<file path="src/rtl/tmon_pkg.sv">
package tmon_pkg;
  // status word layout
  localparam int GRP_W     = 5;
  localparam int TMO_BIT   = 15;
  localparam int IMM_BASE  = 16;
  localparam int FILT_BASE = 19;
  localparam int STAT_W    = 22;
  localparam int ADDR_W    = 4;

  // bit index inside one point group
  localparam int B_COLD = 0;
  localparam int B_HOT  = 1;
  localparam int B_LOW  = 2;
  localparam int B_HIGH = 3;
  localparam int B_H2N  = 4;

  // register addresses
  localparam logic [ADDR_W-1:0] A_ENABLE = 4'd0;
  localparam logic [ADDR_W-1:0] A_STATUS = 4'd1;
  localparam logic [ADDR_W-1:0] A_HOT    = 4'd2;
  localparam logic [ADDR_W-1:0] A_COLD   = 4'd3;
  localparam logic [ADDR_W-1:0] A_RETURN = 4'd4;
  localparam logic [ADDR_W-1:0] A_WIN_LO = 4'd5;
  localparam logic [ADDR_W-1:0] A_WIN_HI = 4'd6;
  localparam logic [ADDR_W-1:0] A_PCTL   = 4'd7;
  localparam logic [ADDR_W-1:0] A_PTHR   = 4'd8;
  localparam logic [ADDR_W-1:0] A_DEBNC  = 4'd9;

  typedef enum logic [1:0] {
    PM_AVG     = 2'd0,
    PM_HOTTEST = 2'd1,
    PM_CHOSEN  = 2'd2,
    PM_AVG_ALT = 2'd3
  } pmode_e;
endpackage

</file>
<file path="src/rtl/tmon_debounce.sv">
module tmon_debounce #(
  parameter int CNT_W = 4
) (
  input  logic             clk,
  input  logic             rst_n,
  input  logic             smp,
  input  logic             cond,
  input  logic [CNT_W-1:0] limit,
  output logic             evt
);
  logic [CNT_W-1:0] run_q, run_d;
  logic             run_en;

  assign evt = smp & cond & (run_q >= limit);

  always_comb begin
    run_en = smp;
    if (!cond)
      run_d = '0;
    else if (run_q >= limit)
      run_d = limit;
    else
      run_d = run_q + 1'b1;
  end

  always_ff @(posedge clk or negedge rst_n) begin
    if (!rst_n)
      run_q <= '0;
    else if (run_en)
      run_q <= run_d;
  end
endmodule

</file>
<file path="src/rtl/tmon_point.sv">
module tmon_point
  import tmon_pkg::*;
#(
  parameter int RAW_W = 12,
  parameter int CNT_W = 4
) (
  input  logic             clk,
  input  logic             rst_n,
  input  logic             smp,
  input  logic [RAW_W-1:0] raw,
  input  logic [RAW_W-1:0] thr_hot,
  input  logic [RAW_W-1:0] thr_cold,
  input  logic [RAW_W-1:0] thr_ret,
  input  logic [RAW_W-1:0] win_lo,
  input  logic [RAW_W-1:0] win_hi,
  input  logic [CNT_W-1:0] limit,
  output logic [GRP_W-1:0] evt,
  output logic             imm,
  output logic             filt
);
  logic [GRP_W-1:0] cond_v;
  logic             hot_q, hot_d, hot_en;

  // raw code falls as temperature rises
  always_comb begin
    cond_v         = '0;
    cond_v[B_COLD] = raw > thr_cold;
    cond_v[B_HOT]  = raw < thr_hot;
    cond_v[B_LOW]  = raw > win_lo;
    cond_v[B_HIGH] = raw < win_hi;
    cond_v[B_H2N]  = hot_q & (raw > thr_ret);
  end

  for (genvar k = 0; k < GRP_W; k++) begin : g_db
    tmon_debounce #(.CNT_W(CNT_W)) u_db (
      .clk  (clk),
      .rst_n(rst_n),
      .smp  (smp),
      .cond (cond_v[k]),
      .limit(limit),
      .evt  (evt[k])
    );
  end

  always_comb begin
    hot_en = evt[B_HOT] | evt[B_H2N];
    hot_d  = evt[B_HOT];
  end

  always_ff @(posedge clk or negedge rst_n) begin
    if (!rst_n)
      hot_q <= 1'b0;
    else if (hot_en)
      hot_q <= hot_d;
  end

  assign imm  = smp & (|cond_v);
  assign filt = |evt;
endmodule

</file>
<file path="src/rtl/tmon_protect.sv">
module tmon_protect
  import tmon_pkg::*;
#(
  parameter int NPTS  = 3,
  parameter int RAW_W = 12
) (
  input  logic                  clk,
  input  logic                  rst_n,
  input  logic                  smp,
  input  logic [NPTS*RAW_W-1:0] raw_all,
  input  logic [1:0]            mode,
  input  logic [1:0]            sel,
  input  logic [RAW_W-1:0]      thr,
  output logic                  alarm
);
  localparam int SUM_W = RAW_W + $clog2(NPTS) + 1;

  logic [SUM_W-1:0] sum_v, avg_full;
  logic [RAW_W-1:0] avg_v, min_v, sel_v, pick_v;
  logic             alarm_d;

  always_comb begin
    sum_v = '0;
    min_v = raw_all[RAW_W-1:0];
    sel_v = raw_all[RAW_W-1:0];
    for (int i = 0; i < NPTS; i++) begin
      sum_v = sum_v + SUM_W'(raw_all[i*RAW_W +: RAW_W]);
      if (raw_all[i*RAW_W +: RAW_W] < min_v)
        min_v = raw_all[i*RAW_W +: RAW_W];
      if (sel == 2'(i))
        sel_v = raw_all[i*RAW_W +: RAW_W];
    end
    avg_full = sum_v / SUM_W'(NPTS);
    avg_v    = avg_full[RAW_W-1:0];
  end

  always_comb begin
    case (pmode_e'(mode))
      PM_HOTTEST: pick_v = min_v;
      PM_CHOSEN:  pick_v = sel_v;
      default:    pick_v = avg_v;
    endcase
    alarm_d = pick_v < thr;
  end

  always_ff @(posedge clk or negedge rst_n) begin
    if (!rst_n)
      alarm <= 1'b0;
    else if (smp)
      alarm <= alarm_d;
  end
endmodule

</file>
<file path="src/rtl/thermal_irq_monitor.sv">
module thermal_irq_monitor
  import tmon_pkg::*;
#(
  parameter int NPTS  = 3,
  parameter int RAW_W = 12,
  parameter int CNT_W = 4
) (
  input  logic                  clk,
  input  logic                  rst_n,
  input  logic                  samp_vld,
  input  logic [NPTS*RAW_W-1:0] raw_in,
  input  logic                  tmo_evt,
  input  logic                  reg_we,
  input  logic [3:0]            reg_addr,
  input  logic [31:0]           reg_wdata,
  output logic [31:0]           reg_rdata,
  output logic                  irq,
  output logic                  prot_alarm
);
  // reset: asynchronous assert, synchronous release
  logic [1:0] rs_q;
  logic       rst_ni;

  always_ff @(posedge clk or negedge rst_n) begin
    if (!rst_n)
      rs_q <= 2'b00;
    else
      rs_q <= {rs_q[0], 1'b1};
  end
  assign rst_ni = rs_q[1];

  // configuration registers
  logic [STAT_W-1:0] en_q, stat_q, stat_d, stat_set, stat_clr;
  logic [RAW_W-1:0]  hot_q, cold_q, ret_q, wlo_q, whi_q, pthr_q;
  logic [1:0]        pmode_q, psel_q;
  logic [CNT_W-1:0]  dbc_q;
  logic              wr_en, wr_stat, wr_hot, wr_cold, wr_ret;
  logic              wr_wlo, wr_whi, wr_pctl, wr_pthr, wr_dbc;
  logic              wdata_unused;

  assign wdata_unused = ^reg_wdata[31:STAT_W];

  always_comb begin
    wr_en   = reg_we && (reg_addr == A_ENABLE);
    wr_stat = reg_we && (reg_addr == A_STATUS);
    wr_hot  = reg_we && (reg_addr == A_HOT);
    wr_cold = reg_we && (reg_addr == A_COLD);
    wr_ret  = reg_we && (reg_addr == A_RETURN);
    wr_wlo  = reg_we && (reg_addr == A_WIN_LO);
    wr_whi  = reg_we && (reg_addr == A_WIN_HI);
    wr_pctl = reg_we && (reg_addr == A_PCTL);
    wr_pthr = reg_we && (reg_addr == A_PTHR);
    wr_dbc  = reg_we && (reg_addr == A_DEBNC);
  end

  always_ff @(posedge clk or negedge rst_ni) begin
    if (!rst_ni) begin
      en_q    <= '0;
      hot_q   <= '0;
      cold_q  <= '0;
      ret_q   <= '0;
      wlo_q   <= '0;
      whi_q   <= '0;
      pmode_q <= '0;
      psel_q  <= '0;
      pthr_q  <= '0;
      dbc_q   <= '0;
    end else begin
      if (wr_en)   en_q   <= reg_wdata[STAT_W-1:0];
      if (wr_hot)  hot_q  <= reg_wdata[RAW_W-1:0];
      if (wr_cold) cold_q <= reg_wdata[RAW_W-1:0];
      if (wr_ret)  ret_q  <= reg_wdata[RAW_W-1:0];
      if (wr_wlo)  wlo_q  <= reg_wdata[RAW_W-1:0];
      if (wr_whi)  whi_q  <= reg_wdata[RAW_W-1:0];
      if (wr_pthr) pthr_q <= reg_wdata[RAW_W-1:0];
      if (wr_dbc)  dbc_q  <= reg_wdata[CNT_W-1:0];
      if (wr_pctl) begin
        pmode_q <= reg_wdata[17:16];
        psel_q  <= reg_wdata[1:0];
      end
    end
  end

  // per-point comparison and debounce (status layout holds up to three points)
  logic [GRP_W-1:0] pt_evt [NPTS];
  logic [NPTS-1:0]  pt_imm, pt_filt;

  for (genvar p = 0; p < NPTS; p++) begin : g_pt
    tmon_point #(.RAW_W(RAW_W), .CNT_W(CNT_W)) u_pt (
      .clk     (clk),
      .rst_n   (rst_ni),
      .smp     (samp_vld),
      .raw     (raw_in[p*RAW_W +: RAW_W]),
      .thr_hot (hot_q),
      .thr_cold(cold_q),
      .thr_ret (ret_q),
      .win_lo  (wlo_q),
      .win_hi  (whi_q),
      .limit   (dbc_q),
      .evt     (pt_evt[p]),
      .imm     (pt_imm[p]),
      .filt    (pt_filt[p])
    );
  end

  // sticky status, set has priority over write-one-to-clear
  always_comb begin
    stat_set = '0;
    for (int p = 0; p < NPTS; p++) begin
      stat_set[p*GRP_W +: GRP_W] = pt_evt[p];
      stat_set[IMM_BASE + p]     = pt_imm[p];
      stat_set[FILT_BASE + p]    = pt_filt[p];
    end
    stat_set[TMO_BIT] = tmo_evt;
    stat_clr = wr_stat ? reg_wdata[STAT_W-1:0] : '0;
    stat_d   = (stat_q & ~stat_clr) | stat_set;
  end

  always_ff @(posedge clk or negedge rst_ni) begin
    if (!rst_ni)
      stat_q <= '0;
    else
      stat_q <= stat_d;
  end

  assign irq = |(stat_q & en_q);

  // protection path
  tmon_protect #(.NPTS(NPTS), .RAW_W(RAW_W)) u_prot (
    .clk    (clk),
    .rst_n  (rst_ni),
    .smp    (samp_vld),
    .raw_all(raw_in),
    .mode   (pmode_q),
    .sel    (psel_q),
    .thr    (pthr_q),
    .alarm  (prot_alarm)
  );

  // read mux
  always_comb begin
    reg_rdata = '0;
    case (reg_addr)
      A_ENABLE: reg_rdata[STAT_W-1:0] = en_q;
      A_STATUS: reg_rdata[STAT_W-1:0] = stat_q;
      A_HOT:    reg_rdata[RAW_W-1:0]  = hot_q;
      A_COLD:   reg_rdata[RAW_W-1:0]  = cold_q;
      A_RETURN: reg_rdata[RAW_W-1:0]  = ret_q;
      A_WIN_LO: reg_rdata[RAW_W-1:0]  = wlo_q;
      A_WIN_HI: reg_rdata[RAW_W-1:0]  = whi_q;
      A_PCTL: begin
        reg_rdata[17:16] = pmode_q;
        reg_rdata[1:0]   = psel_q;
      end
      A_PTHR:   reg_rdata[RAW_W-1:0]  = pthr_q;
      A_DEBNC:  reg_rdata[CNT_W-1:0]  = dbc_q;
      default:  reg_rdata = '0;
    endcase
  end
endmodule

</file>
<file path="config.mk">
export PLATFORM = sky130hd
export DESIGN_NAME = thermal_irq_monitor
export DESIGN_NICKNAME = d
export VERILOG_FILES = /design/src/rtl/tmon_pkg.sv /design/src/rtl/tmon_debounce.sv /design/src/rtl/tmon_point.sv /design/src/rtl/tmon_protect.sv /design/src/rtl/thermal_irq_monitor.sv
export SDC_FILE = /design/constraint.sdc
export NUM_CORES = 1
export LEC_CHECK = 0
export ABC_AREA = 0
export BUFFER_PORTS_ARGS = -buffer_cell sky130_fd_sc_hd__buf_4
export CAP_MARGIN = 20
export CORE_ASPECT_RATIO = 1.2
export CORE_UTILIZATION = 42
export DETAILED_ROUTE_END_ITERATION = 8
export GPL_ROUTABILITY_DRIVEN = 1
export PLACE_DENSITY = 0.56
export SYNTH_ARGS = -nofsm -noshare
export SYNTH_HDL_FRONTEND = slang
export SYNTH_SLANG_ARGS = --single-unit
export TNS_END_PERCENT = 20
</file>
<file path="constraint.sdc">
create_clock -name clk -period 6.21 [get_ports clk]
set_input_delay 1.242 -clock clk [delete_from_list [all_inputs] [get_ports clk]]
set_output_delay 1.242 -clock clk [all_outputs]
set_load 0.01 [all_outputs]
</file>
==> metrics.md <==
| Metric | Value |
|---|---|
| Status | finished with violations |
| Failing checks | setup timing |
| Height of the die | 232 um |
| Worst reg2reg startpoint | psel_q[1]$_DFFE_PN0P_ |
| Port Buffers | 90 |
| EDFF count, synth | 0 |
| Placed Instance Area | 21300 um2 |
| Die W | 194 um |
| Predominant post-synthesis flop cell | dfrtp_1 |
| Initial antenna violation count | 1 |
| I/O pin total | 111 |
| Data arrival, critical path | 7850 ps |
| Final Wtd Congestion | 0.902 |
| Fin Clk Skew | roughly 18 ps |
| Worst Tran Pin Value | 1110 ps |
| Largest family of logic cells by synthesized area | compound AO/OA/AOI/OAI gates |
| Commonest non-fill, non-tap cells in the layout | 331 x buf_4, 307 x ha_1, 189 x dfrtp_1 |
| R2r setup slk | 2180 ps |
| Synth Area in Adders | 21.2% |
| Die area | 44900 um2 |
| Post-Syn Instances | slightly above 2000 |
| Worst path slowest cell | or4_4 |
| Core area | around 43000 um2 |
| Maximum clock path buffer count | 2 |
| Register area share after synthesis | 25.7% |
| #FFs+latches synth | 190 |
| Drt drc | 0 |
| Num rows | 83 |
| Crit path buf inv count | 7 |
| Post-place setup slack | -1770 ps |
| Placed cells | 2828 |
| Non-filler cells in the finished layout | 2880 |
| Max Cap Viol | 0 |
| Max_slew headroom | 25.6% |
| R2R depth | 18 |
| Pwr/cell area | 390 nW/um2 |
| First-pass GRT wire length | 97100 um |
| WL final | 62100 um |
| YS warnings | 0 |
| Mux cell area share after synthesis | under 10% |
| Area grow syn2layout | 20.9% |
| Pre-antenna DRT Iters | 5 |
| Final Hold Vio Count | 0 |
| Dpl hpwl | between 40000 and 50000 um |
| Clock Sinks | 190 |
| Starting Density | between 40% and 50% |
| Via count | 16942 |
| CP Capture Type | flop |
| Inserted Clock Buffers | 17 |
| Fin nets | 2704 |
| Critical path fanouts, max | 7 |
| Final Slew Violations | 0 |
| Global Route Usage Sum | roughly 28% |
| Async SR Flop Fraction | 100% |
| Drt initial violations | 907 |
| H-Tree Depth | 4 |
| Worst setup SP type | input pin |
| Worst reg2reg endpoint | u_prot.alarm$_DFFE_PN0P_ |
| Final setup vio count | 1 |
| Post-layout instance area | 22400 um2 |
| Clk_lat worst skew | 460 ps |
| XOR/XNOR share of the synthesized area | 1.28% |
| Maximum VDD drop | approximately 250 uV |
| Crit path top cell by count | nor2_1 |
| Wirelength per Cell | 21.6 um |
| Critical path's top delay family | simple AND/OR/NAND/NOR gates |
| Routed vias/inst | 5.88 |
| Commonest non-fill, non-tap cell in the layout | buf_4 |
| Netlist cell types | 93 |
| Antenna Violating Nets Remaining | 0 |
| Final setup margin | -1250 ps |
| Final Critical Period | 7460 ps |
| Max incr delay on CP | 540 ps |
| Global route overflow | 0 |
| Vias in the first global route | 17122 |
| Lkg Pwr | 10.9 nW |
| Diode count | 0 |
| Reg clk slew, reported paths | 80 ps |
| # hold bufs at CTS | 0 |
| Cell Area, Synth | 18500 um2 |
| Final hold slack | ~220 ps |
| Simple-gate area share of the yosys netlist | 12.7% |
| Largest net degree at the start of global routing | 168 |
| Peak Freq | 0.134 GHz |
| Share of cells above drive strength 1 | 24.7% |
| Hold Path Class | flop to async pin |
| WS Path Type | input pin to flop |
| Root Buffer | clkbuf_16 |
| CTS tree | done |
| Synth Area per Inst | 9.05 um2 |
| RSZ-0062 raised after global routing | yes |
| Fin crit share | 120% |
| Post-synthesis compound-gate area fraction | 24.9% |
| WP data required | 6600 ps |
## kinds of logic (layout without fill, tap and decap cells)
group                      count (synthesis)  after routing
xor gates and xnor gates                  27             27
buffers and inverters                    263            536
adders and majority gates                313            313
other                                      2             11
DFF                                      190            190
AOI/OAI and AO/OA                        644            644
and+or+nand+nor                          466            466
muxes                                    141            141
## metrics by stage
stage          setup TNS (ps)  power (mW)  util [%]
3_5_place_dp            -1770        7.20      49.5
2_1_floorplan           -1040        5.38         -
3_3_place_gp            -1680        7.06      49.5
5_1_grt                 -1640        9.47      52.0
6_report                -1250        8.74      52.0
4_1_cts                 -1190        8.45      51.1
## where the power goes
group	switching (mW)	leakage [nW]	internal [mW]	total, mW
combinational	3.01	8.25	2.58	5.59
clock	0.524	0.286	0.611	1.14
sequential	0.405	2.32	1.60	2.01
## registers in the layout, summed over array words and instances (netlist names)
name	count
cold_q	12
dbc_q	4
en_q	22
g_pt.u_pt.g_db.u_db.run_q	60
g_pt.u_pt.hot_q	3
hot_q	12
pmode_q	2
psel_q	2
pthr_q	12
ret_q	12
rs_q	2
stat_q	22
u_prot.alarm	1
whi_q	12
wlo_q	12
## routing by layer
metal / global-route usage, % / part of all wire (%) / vias to the layer above
li1: - / - / 8174
met4: 14.4 / 4.7 / 2
met3: 2.85 / 3.2 / 115
met5: 0 / 0.019 / -
met1: 32.2 / 41 / 8271
met2: 50.6 / 51 / 380
## cells in the mapped netlist (9+ instances only)
library cell | instances | area, um2
nand2_1 | 121 | 454
nor2_1 | 85 | 319
inv_1 | 163 | 612
ha_1 | 310 | 3880
o22ai_1 | 36 | 225
xor2_1 | 13 | 114
o21ai_0 | 98 | 490
xnor2_1 | 14 | 123
o211ai_1 | 12 | 90.1
mux2_2 | 103 | 1160
nor2b_1 | 24 | 150
nand2b_1 | 39 | 244
mux2i_1 | 36 | 360
a221oi_1 | 15 | 131
a22o_1 | 11 | 96.3
nand3_1 | 51 | 255
nand4_1 | 44 | 275
a21o_1 | 150 | 1130
or2_2 | 17 | 106
a221o_1 | 10 | 100
o221ai_1 | 11 | 96.3
a21oi_1 | 97 | 485
dfrtp_1 | 190 | 4750
or3_1 | 9 | 56.3
nor3_1 | 34 | 170
o2bb2ai_1 | 29 | 254
clkbuf_1 | 71 | 267
a22oi_1 | 54 | 405
a32oi_1 | 32 | 280
buf_4 | 12 | 90.1
## repair_timing
action                                  in CTS  in global routing
buffers inserted                             6                 11
resized for setup                           16                 46
pin swaps                                   13                 34
cloned                                       0                  1
endpoints found under the hold margin        0                  0
endpoints found under the setup margin       1                  1
## cell type report
cell class              instances  area, um2
clock inverters                14        153
fillers                      4006      20700
multi-input cells            1602      13100
well taps                     552        691
clock buffers                  18        439
flip-flops and latches        190       4760
repair buffers                341       2650
inverters                     163        612
## worst max-delay path by stage
stage	startpoint	depth (start not counted)	end
final	raw_in[1]	39	u_prot.alarm$_DFFE_PN0P_
after global routing	raw_in[1]	43	u_prot.alarm$_DFFE_PN0P_
after CTS	raw_in[1]	39	u_prot.alarm$_DFFE_PN0P_
after detailed placement	raw_in[1]	40	u_prot.alarm$_DFFE_PN0P_
after global placement	raw_in[1]	38	u_prot.alarm$_DFFE_PN0P_
after floorplan	raw_in[1]	39	u_prot.alarm$_DFFE_PN0P_
(Power assumes the default switching activity.)
